$ cat src/rtl/gpio_sec_pkg.sv
package gpio_sec_pkg;
  // Byte offset width of one section window
  localparam int WIN_BITS = 6;

  // Register offsets inside a section window
  typedef enum logic [WIN_BITS-1:0] {
    REG_MSTAT   = 6'h00,  // status & ~mask, read-only
    REG_STAT    = 6'h04,  // raw status, write-one-to-clear
    REG_MASK    = 6'h08,  // read mask, write ones to unmask
    REG_MASKSET = 6'h0C,  // write ones to mask, reads zero
    REG_DIR     = 6'h10,  // 1 = input
    REG_OUT     = 6'h14,  // output latch
    REG_IN      = 6'h18,  // synchronized input, read-only
    REG_MODE    = 6'h20   // 1 = level, 0 = edge
  } gpio_reg_e;
endpackage

$ cat src/rtl/gpio_sync.sv
module gpio_sync #(
  parameter int WIDTH  = 32,
  parameter int STAGES = 2
) (
  input  logic             clk,
  input  logic             rst_n,
  input  logic [WIDTH-1:0] d,
  output logic [WIDTH-1:0] q
);
  logic [STAGES-1:0][WIDTH-1:0] chain_q;

  always_ff @(posedge clk or negedge rst_n) begin
    if (!rst_n) begin
      chain_q <= '0;
    end else begin
      chain_q[0] <= d;
      for (int i = 1; i < STAGES; i++) begin
        chain_q[i] <= chain_q[i-1];
      end
    end
  end

  assign q = chain_q[STAGES-1];
endmodule

$ cat src/rtl/gpio_section.sv
module gpio_section
  import gpio_sec_pkg::*;
#(
  parameter int PINS = 8
) (
  input  logic                clk,
  input  logic                rst_n,
  input  logic                sel_we,
  input  logic [WIN_BITS-1:0] off,
  input  logic [PINS-1:0]     wdata,
  output logic [PINS-1:0]     rdata,
  input  logic [PINS-1:0]     pin_sync,
  output logic [PINS-1:0]     dir_q,
  output logic [PINS-1:0]     out_q,
  output logic [PINS-1:0]     mask_q,
  output logic [PINS-1:0]     status_q,
  output logic [PINS-1:0]     masked
);
  logic [PINS-1:0] mode_q;
  logic [PINS-1:0] prev_q;
  logic [PINS-1:0] rise;
  logic [PINS-1:0] event_v;
  logic [PINS-1:0] clr_v;

  assign rise    = pin_sync & ~prev_q;
  assign event_v = (mode_q & pin_sync) | (~mode_q & rise);
  assign clr_v   = (sel_we && off == REG_STAT) ? wdata : '0;
  assign masked  = status_q & ~mask_q;

  always_ff @(posedge clk or negedge rst_n) begin
    if (!rst_n) begin
      dir_q    <= '1;
      out_q    <= '0;
      mask_q   <= '1;
      mode_q   <= '0;
      status_q <= '0;
      prev_q   <= '0;
    end else begin
      prev_q   <= pin_sync;
      // a new event wins over a clear of the same bit
      status_q <= (status_q & ~clr_v) | event_v;
      if (sel_we) begin
        case (off)
          REG_MASK:    mask_q <= mask_q & ~wdata;
          REG_MASKSET: mask_q <= mask_q | wdata;
          REG_DIR:     dir_q  <= wdata;
          REG_OUT:     out_q  <= wdata;
          REG_MODE:    mode_q <= wdata;
          default:     ;
        endcase
      end
    end
  end

  always_comb begin
    case (off)
      REG_MSTAT: rdata = masked;
      REG_STAT:  rdata = status_q;
      REG_MASK:  rdata = mask_q;
      REG_DIR:   rdata = dir_q;
      REG_OUT:   rdata = out_q;
      REG_IN:    rdata = pin_sync;
      REG_MODE:  rdata = mode_q;
      default:   rdata = '0;
    endcase
  end
endmodule

$ cat src/rtl/gpio_sec_ctrl.sv
module gpio_sec_ctrl
  import gpio_sec_pkg::*;
#(
  parameter int SEC_COUNT   = 4,
  parameter int SEC_PINS    = 8,
  parameter int DATA_W      = 32,
  parameter int SYNC_STAGES = 2,
  localparam int NPINS  = SEC_COUNT * SEC_PINS,
  localparam int SEL_W  = (SEC_COUNT > 1) ? $clog2(SEC_COUNT) : 1,
  localparam int ADDR_W = WIN_BITS + SEL_W
) (
  input  logic              clk,
  input  logic              rst_n,
  input  logic [ADDR_W-1:0] bus_addr,
  input  logic              bus_we,
  input  logic [DATA_W-1:0] bus_wdata,
  output logic [DATA_W-1:0] bus_rdata,
  input  logic [NPINS-1:0]  pin_in,
  output logic [NPINS-1:0]  pin_out,
  output logic [NPINS-1:0]  pin_oe,
  output logic              irq
);
  logic [SEL_W-1:0]    sel_idx;
  logic [WIN_BITS-1:0] off;
  logic [NPINS-1:0]    pin_sync;
  logic                unused_wdata;

  logic [SEC_COUNT-1:0][SEC_PINS-1:0] sec_dir;
  logic [SEC_COUNT-1:0][SEC_PINS-1:0] sec_out;
  logic [SEC_COUNT-1:0][SEC_PINS-1:0] sec_mask;
  logic [SEC_COUNT-1:0][SEC_PINS-1:0] sec_status;
  logic [SEC_COUNT-1:0][SEC_PINS-1:0] sec_masked;
  logic [SEC_COUNT-1:0][SEC_PINS-1:0] sec_rdata;

  assign sel_idx      = bus_addr[ADDR_W-1:WIN_BITS];
  assign off          = bus_addr[WIN_BITS-1:0];
  assign unused_wdata = ^bus_wdata;

  gpio_sync #(.WIDTH(NPINS), .STAGES(SYNC_STAGES)) u_sync (
    .clk   (clk),
    .rst_n (rst_n),
    .d     (pin_in),
    .q     (pin_sync)
  );

  for (genvar s = 0; s < SEC_COUNT; s++) begin : g_sec
    gpio_section #(.PINS(SEC_PINS)) u_sec (
      .clk      (clk),
      .rst_n    (rst_n),
      .sel_we   (bus_we && sel_idx == SEL_W'(s)),
      .off      (off),
      .wdata    (bus_wdata[SEC_PINS-1:0]),
      .rdata    (sec_rdata[s]),
      .pin_sync (pin_sync[s*SEC_PINS +: SEC_PINS]),
      .dir_q    (sec_dir[s]),
      .out_q    (sec_out[s]),
      .mask_q   (sec_mask[s]),
      .status_q (sec_status[s]),
      .masked   (sec_masked[s])
    );
    assign pin_oe[s*SEC_PINS +: SEC_PINS]  = ~sec_dir[s];
    assign pin_out[s*SEC_PINS +: SEC_PINS] = sec_out[s];
  end

  always_comb begin
    bus_rdata = '0;
    if (int'(sel_idx) < SEC_COUNT) begin
      bus_rdata[SEC_PINS-1:0] = sec_rdata[sel_idx];
    end
  end

  assign irq = |sec_masked;
endmodule

$ cat config.mk
export PLATFORM = sky130hd
export DESIGN_NAME = gpio_sec_ctrl
export DESIGN_NICKNAME = d
export VERILOG_FILES = /design/src/rtl/gpio_sec_pkg.sv /design/src/rtl/gpio_sync.sv /design/src/rtl/gpio_section.sv /design/src/rtl/gpio_sec_ctrl.sv
export SDC_FILE = /design/constraint.sdc
export NUM_CORES = 1
export LEC_CHECK = 0
export ABC_AREA = 0
export CAP_MARGIN = 20
export CORE_ASPECT_RATIO = 2
export CORE_MARGIN = 1
export CORE_UTILIZATION = 25
export CTS_CLUSTER_DIAMETER = 80
export DETAILED_ROUTE_END_ITERATION = 10
export MAX_ROUTING_LAYER = met4
export PLACE_DENSITY_LB_ADDON = 0.08
export SLEW_MARGIN = 20
export SYNTH_ARGS = -nofsm -noshare
export SYNTH_HDL_FRONTEND = slang
export SYNTH_SLANG_ARGS = --single-unit
$ cat constraint.sdc
create_clock -name clk -period 2.8 [get_ports clk]
set_input_delay 0.42 -clock clk [delete_from_list [all_inputs] [get_ports clk]]
set_output_delay 0.42 -clock clk [all_outputs]
set_load 0.005 [all_outputs]
After elaboration in Yosys (flattened, before gate mapping):

Cells that the tools add are included.
W data, S select, Z words.

* flip-flop bits (word level): 256
* input port bits: 75
* output and inout bits: 97
* logic and storage cells: 136

* magnitude comparators: 1
* equality and inequality tests: 10
* muxes and demuxes: 14
* bitwise gates (word level): 57
* reductions and logical operators: 28

Operator list (count)
* $pmux W8 S7: 4
* $and A8 B8 Y8: 24
* $not A8 Y8: 21
* $or A8 B8 Y8: 12
* $pmux W8 S2: 4
* $mux W8: 5
* $reduce_and A2 Y1: 16
* $reduce_or A32 Y1: 1
* $eq A6 B5 Y1 const B: 3
* $bmux W8 S2: 1
* $eq A6 B4 Y1 const B: 2
* $logic_and A1 B1 Y1: 8
* $eq A6 B3 Y1 const B: 1
* $eq A6 B6 Y1 const B: 1
* $logic_not A6 Y1: 1
* $eq A2 B2 Y1 const B: 2
* $lt A2 B3 Y1 const B: 1
* $eq A2 B1 Y1 const B: 1
* $logic_not A2 Y1: 1
* $reduce_bool A2 Y1: 1

Longest topological paths before layout:

* depth in word-level cells: 7
* gate-level depth with buffers: 8
* mapped depth without buffers: 5

Hierarchy:

A second synthesis with hierarchy kept.

* cells, all modules: 1015
* area, all modules: 12095.4 sq um

Modules (own cells, without submodules)
* gpio_section: times used 4, cells an instance 209, area each 2411.1 sq um
* gpio_sync: times used 1, cells an instance 96, area each 1841.8 sq um
* gpio_sec_ctrl: times used 1, cells an instance 83, area each 609.3 sq um

Worst setup path before layout:

No wires, ideal clock.

* kind: input to output
* start: input bus_addr[4]
* end: output bus_rdata[6]
* data arrival time: 2.096 ns
* setup slack: 0.284 ns
* cell stages on the path: 7
* cell sequence: buf_6 or4_1 buf_6 a2111oi_4 a2111oi_1 a22o_1 a221oi_2

* longest elaborated chain between the ends: 4
* elaborated cells on any way between the ends: 13
* classes of those cells: eq/ne (6); mux (6); reduce/logical (1)

RTL lines
* start, declared: RTL line gpio_sec_ctrl.sv:14 `input logic [ADDR_W-1:0] bus_addr,`
* $eq A6 B6 Y1, or another cell as far along: RTL line gpio_section.sv:56 `case (off)`
* $pmux W8 S7: RTL line gpio_section.sv:56
* $bmux W8 S2 (*): RTL line gpio_sec_ctrl.sv:68 `bus_rdata[SEC_PINS-1:0] = sec_rdata[sel_idx];`
* $mux W8 (not written as such) (*): RTL line gpio_sec_ctrl.sv:68
* end, declared: RTL line gpio_sec_ctrl.sv:17 `output logic [DATA_W-1:0] bus_rdata,`

Mark *: on every way between the ends. The rest lies on a longest branch, timed or not. The select of a mux whose other input is x is not followed.

==> flow_summary.toml <==
[detailed_routing]
via_count = 8811
ant_nets = 0
wl_per_cell_um = 26.6
finalWirelength_um = 48900
drcViolationCount = 0
dr.pass1.iters = 5
vias_per_cell = 4.79
drt_iter0_drc = 398

[status]
violations = "negative setup slack"
status = "complete, but fails checks"

[worst_setup_path]
r2r-end = "g_sec[0].u_sec.status_q[5]$_DFF_PN0_"
reg2reg_from = "g_sec[0].u_sec.mode_q[5]$_DFFE_PN0P_"
worstPathCellList = "o22ai_1, or4_1, nor4_2, buf_4, nand4_1, buf_2"
end_kind = "primary output"
critPathRequiredTime_ns = 2.38
slowest_stage = "dfstp_2"
cp_slowest_stage_delay_ns = 0.59
path_class = "flop to primary output"
ff2ff_path_depth = 2
rrSetupSlack_ns = 1.86
arrival_ns = 2.44
path_max_fanout = 2
cp-start-kind = "flop"

[finish]
area_growth_pct = 40.0
layout-drive-gt1-share = 0.404
diodes = 0
fin_nets = 1335
finalCoreUtilization = 0.356
postLayoutCellArea_um2 = 16100

[clocking]
clk_pin_slew_worst_paths_ns = 0.08
cts_buffers = 27
cts_sinks = 256
cts_tree = "yes"
cts_root_buf = "clkbuf_16"
cts_max_level = 1
clkLatencyLatePin_ns = 0.58
cts_buffer_depth = 3

[floorplanning]
initial_core_util = 0.254
die_area_um2 = 46900
placeableCoreArea_um2 = 45100
die_x_um = 154
fp.dieH_um = 305
num_rows = 110
ios = 172

[power]
peakVddDrop_uv = 383
p_leak_nw = 7.04
powerDensity_nw_per_um2 = 539

[placed_design]
place_hpwl_um = 36800
place_congestion = 0.899
port_buffers = 123
dpl_cell_area_um2 = 14700

[global_route]
grt-busiest-layer = "met2"
grt_max_degree = 82
grt_usage = 0.219
first_global_vias = 9511
grt_pass1_wl_um = 70800
grt_antenna_before_repair = 0
grt.overflow.total = 0
grtUsageMet2 = 0.394
grt_use_met3 = 0.0223
use_met1 = 0.246

[timing]
fin_crit_sh = 1.02
setup_viol = 1
fin_ws_ns = -0.0602
tightestPinTransition_ns = 0.857
hold_viol_final = 0
fin_skew_ns = 0.0114
drv_slew = 0
period_needed_ns = 2.86
max-slew-margin-rel = 0.427
rsz0062_at_grt = "true"
fmax_mhz = 350

[synthesis]
synth-edff-count = 0
ys_seq_area_frac = 0.565
synth_warnings = 0
synthCells = 962
synth_top_area_frac = 0.418
ys_ff_latch = 256
synthDistinctLibCells = 65
synthSimpleGateAreaFrac = 0.113
synth_xor_area_frac = 0
synth_area_leaders = "dfrtp_1, dfstp_2, mux2_2, nand2_1, a22o_1"
syn_avg_cell_area_um2 = 11.9
synth_ff_type = "dfrtp_1"
synth_fa_ha_area_frac = 0
async_flop_share = 1.00
synth_compound_area_frac = 0.117
yosys.area.top_type = "dfrtp_1"
synth_area_um2 = 11500
synth_top_family_by_area = "multiplexers"
synth.area.mux_share = 0.150

[flow_run]
cap_violations = 0

[hold_path]
min_path_type = "input pin to flop"
hp-start = "pin_in[23]"
holdPathEnd = "u_sync.chain_q[23]$_DFF_PN0_"
whs_path_depth = 1
==> worst max path at each step <==
stage | from | endpoint | slack [ns] | depth (start not counted)
finish | flop | irq | -0.06 | 6
global route | flop | irq | -0.09 | 6
CTS | flop | irq | -0.16 | 6
detailed placement | bus_addr[2] | bus_rdata[4] | -0.92 | 10
global placement | bus_addr[4] | bus_rdata[3] | -0.91 | 11
floorplan | bus_addr[4] | bus_rdata[6] | 0.28 | 7
==> kinds of logic after synthesis <==
group / after synthesis
flops: 256
compound gates: 174
mux: 156
other cells: 1
simple gates: 242
buf+inv: 133
==> layout make-up <==
cell class / count / area, um^2
clock buffers: 41 / 798
clock inverters: 9 / 133
fillers: 4551 / 29100
inverters: 58 / 218
multi-input cells: 596 / 4730
flip-flops and latches: 256 / 6490
well taps: 560 / 701
repair buffers: 321 / 3020
==> repair_timing <==
item,CTS,global route
hold endpoints to repair,55,0
setup endpoints to repair,9,9
cloned,0,0
gates resized for setup,123,21
pin swaps,28,20
hold buffers,1,0
buffers inserted,20,5
==> Yosys cell counts, drive strengths merged (4+ instances only) <==
library cell	number
a2111oi	7
a211oi	8
a21oi	13
a221oi	18
a22o	39
a22oi	16
a31o	4
a31oi	4
a32oi	5
and3	5
buf	39
clkbuf	36
dfrtp	192
dfstp	64
inv	58
mux2	133
mux2i	23
nand2	96
nand2b	51
nand3	17
nand3b	4
nor2	26
nor2b	15
nor3	4
nor4	5
o21ai	25
o22ai	9
==> layout by cell type, fill, tap and decap left out, drive strengths merged, types with 9 or more instances in the layout <==
cell type,n
a22oi,16
nand3,17
a221oi,18
o21ai,25
inv,60
buf,211
clkdlybuf4s50,107
nand2,96
clkbuf,42
mux2i,23
o22ai,9
a22o,39
dfrtp,192
nor2,26
a21oi,13
dfstp,64
nor2b,15
conb,24
nand2b,51
mux2,133
==> stage by stage <==
step / setup TNS [ns] / setup WS [ns] / power [mW] / hold WS [ns] / instances
global placement: -17.09 / -0.912 / 4.86 / 0.332 / 1771
global route: -0.382 / -0.0879 / 9.02 / 0.264 / 1841
detailed placement: -16.18 / -0.919 / 4.86 / 0.335 / 1771
CTS: -0.259 / -0.156 / 8.81 / 0.259 / 1839
floorplan: 0 / 0.284 / 4.29 / 0.124 / 985
finish: -0.0602 / -0.0602 / 8.67 / 0.284 / 1841
==> worst max-delay path, delay by kind of cell, from the launching register on <==
| kind | cells | cell delay, ns |
|---|---|---|
| flops | 1 | 0.59 |
| compound gates | 1 | 0.07 |
| buf+inv | 2 | 0.37 |
| simple gates | 3 | 0.82 |
==> where the power goes <==
part	internal (mW)	switching, mW	total [mW]
Clock	2.24	1.60	3.84
Sequential	3.86	0.112	3.97
Combinational	0.418	0.436	0.853
Total	6.52	2.15	8.67
==> per-layer routing <==
layer | routed length [um] | vias to the layer above
li1 | - | 3985
met1 | 19400 | 4548
met2 | 26200 | 206
met3 | 1360 | 72
met4 | 1970 | 0
met5 | 0 | -
Note: power is estimated with default switching activity, not from simulation.
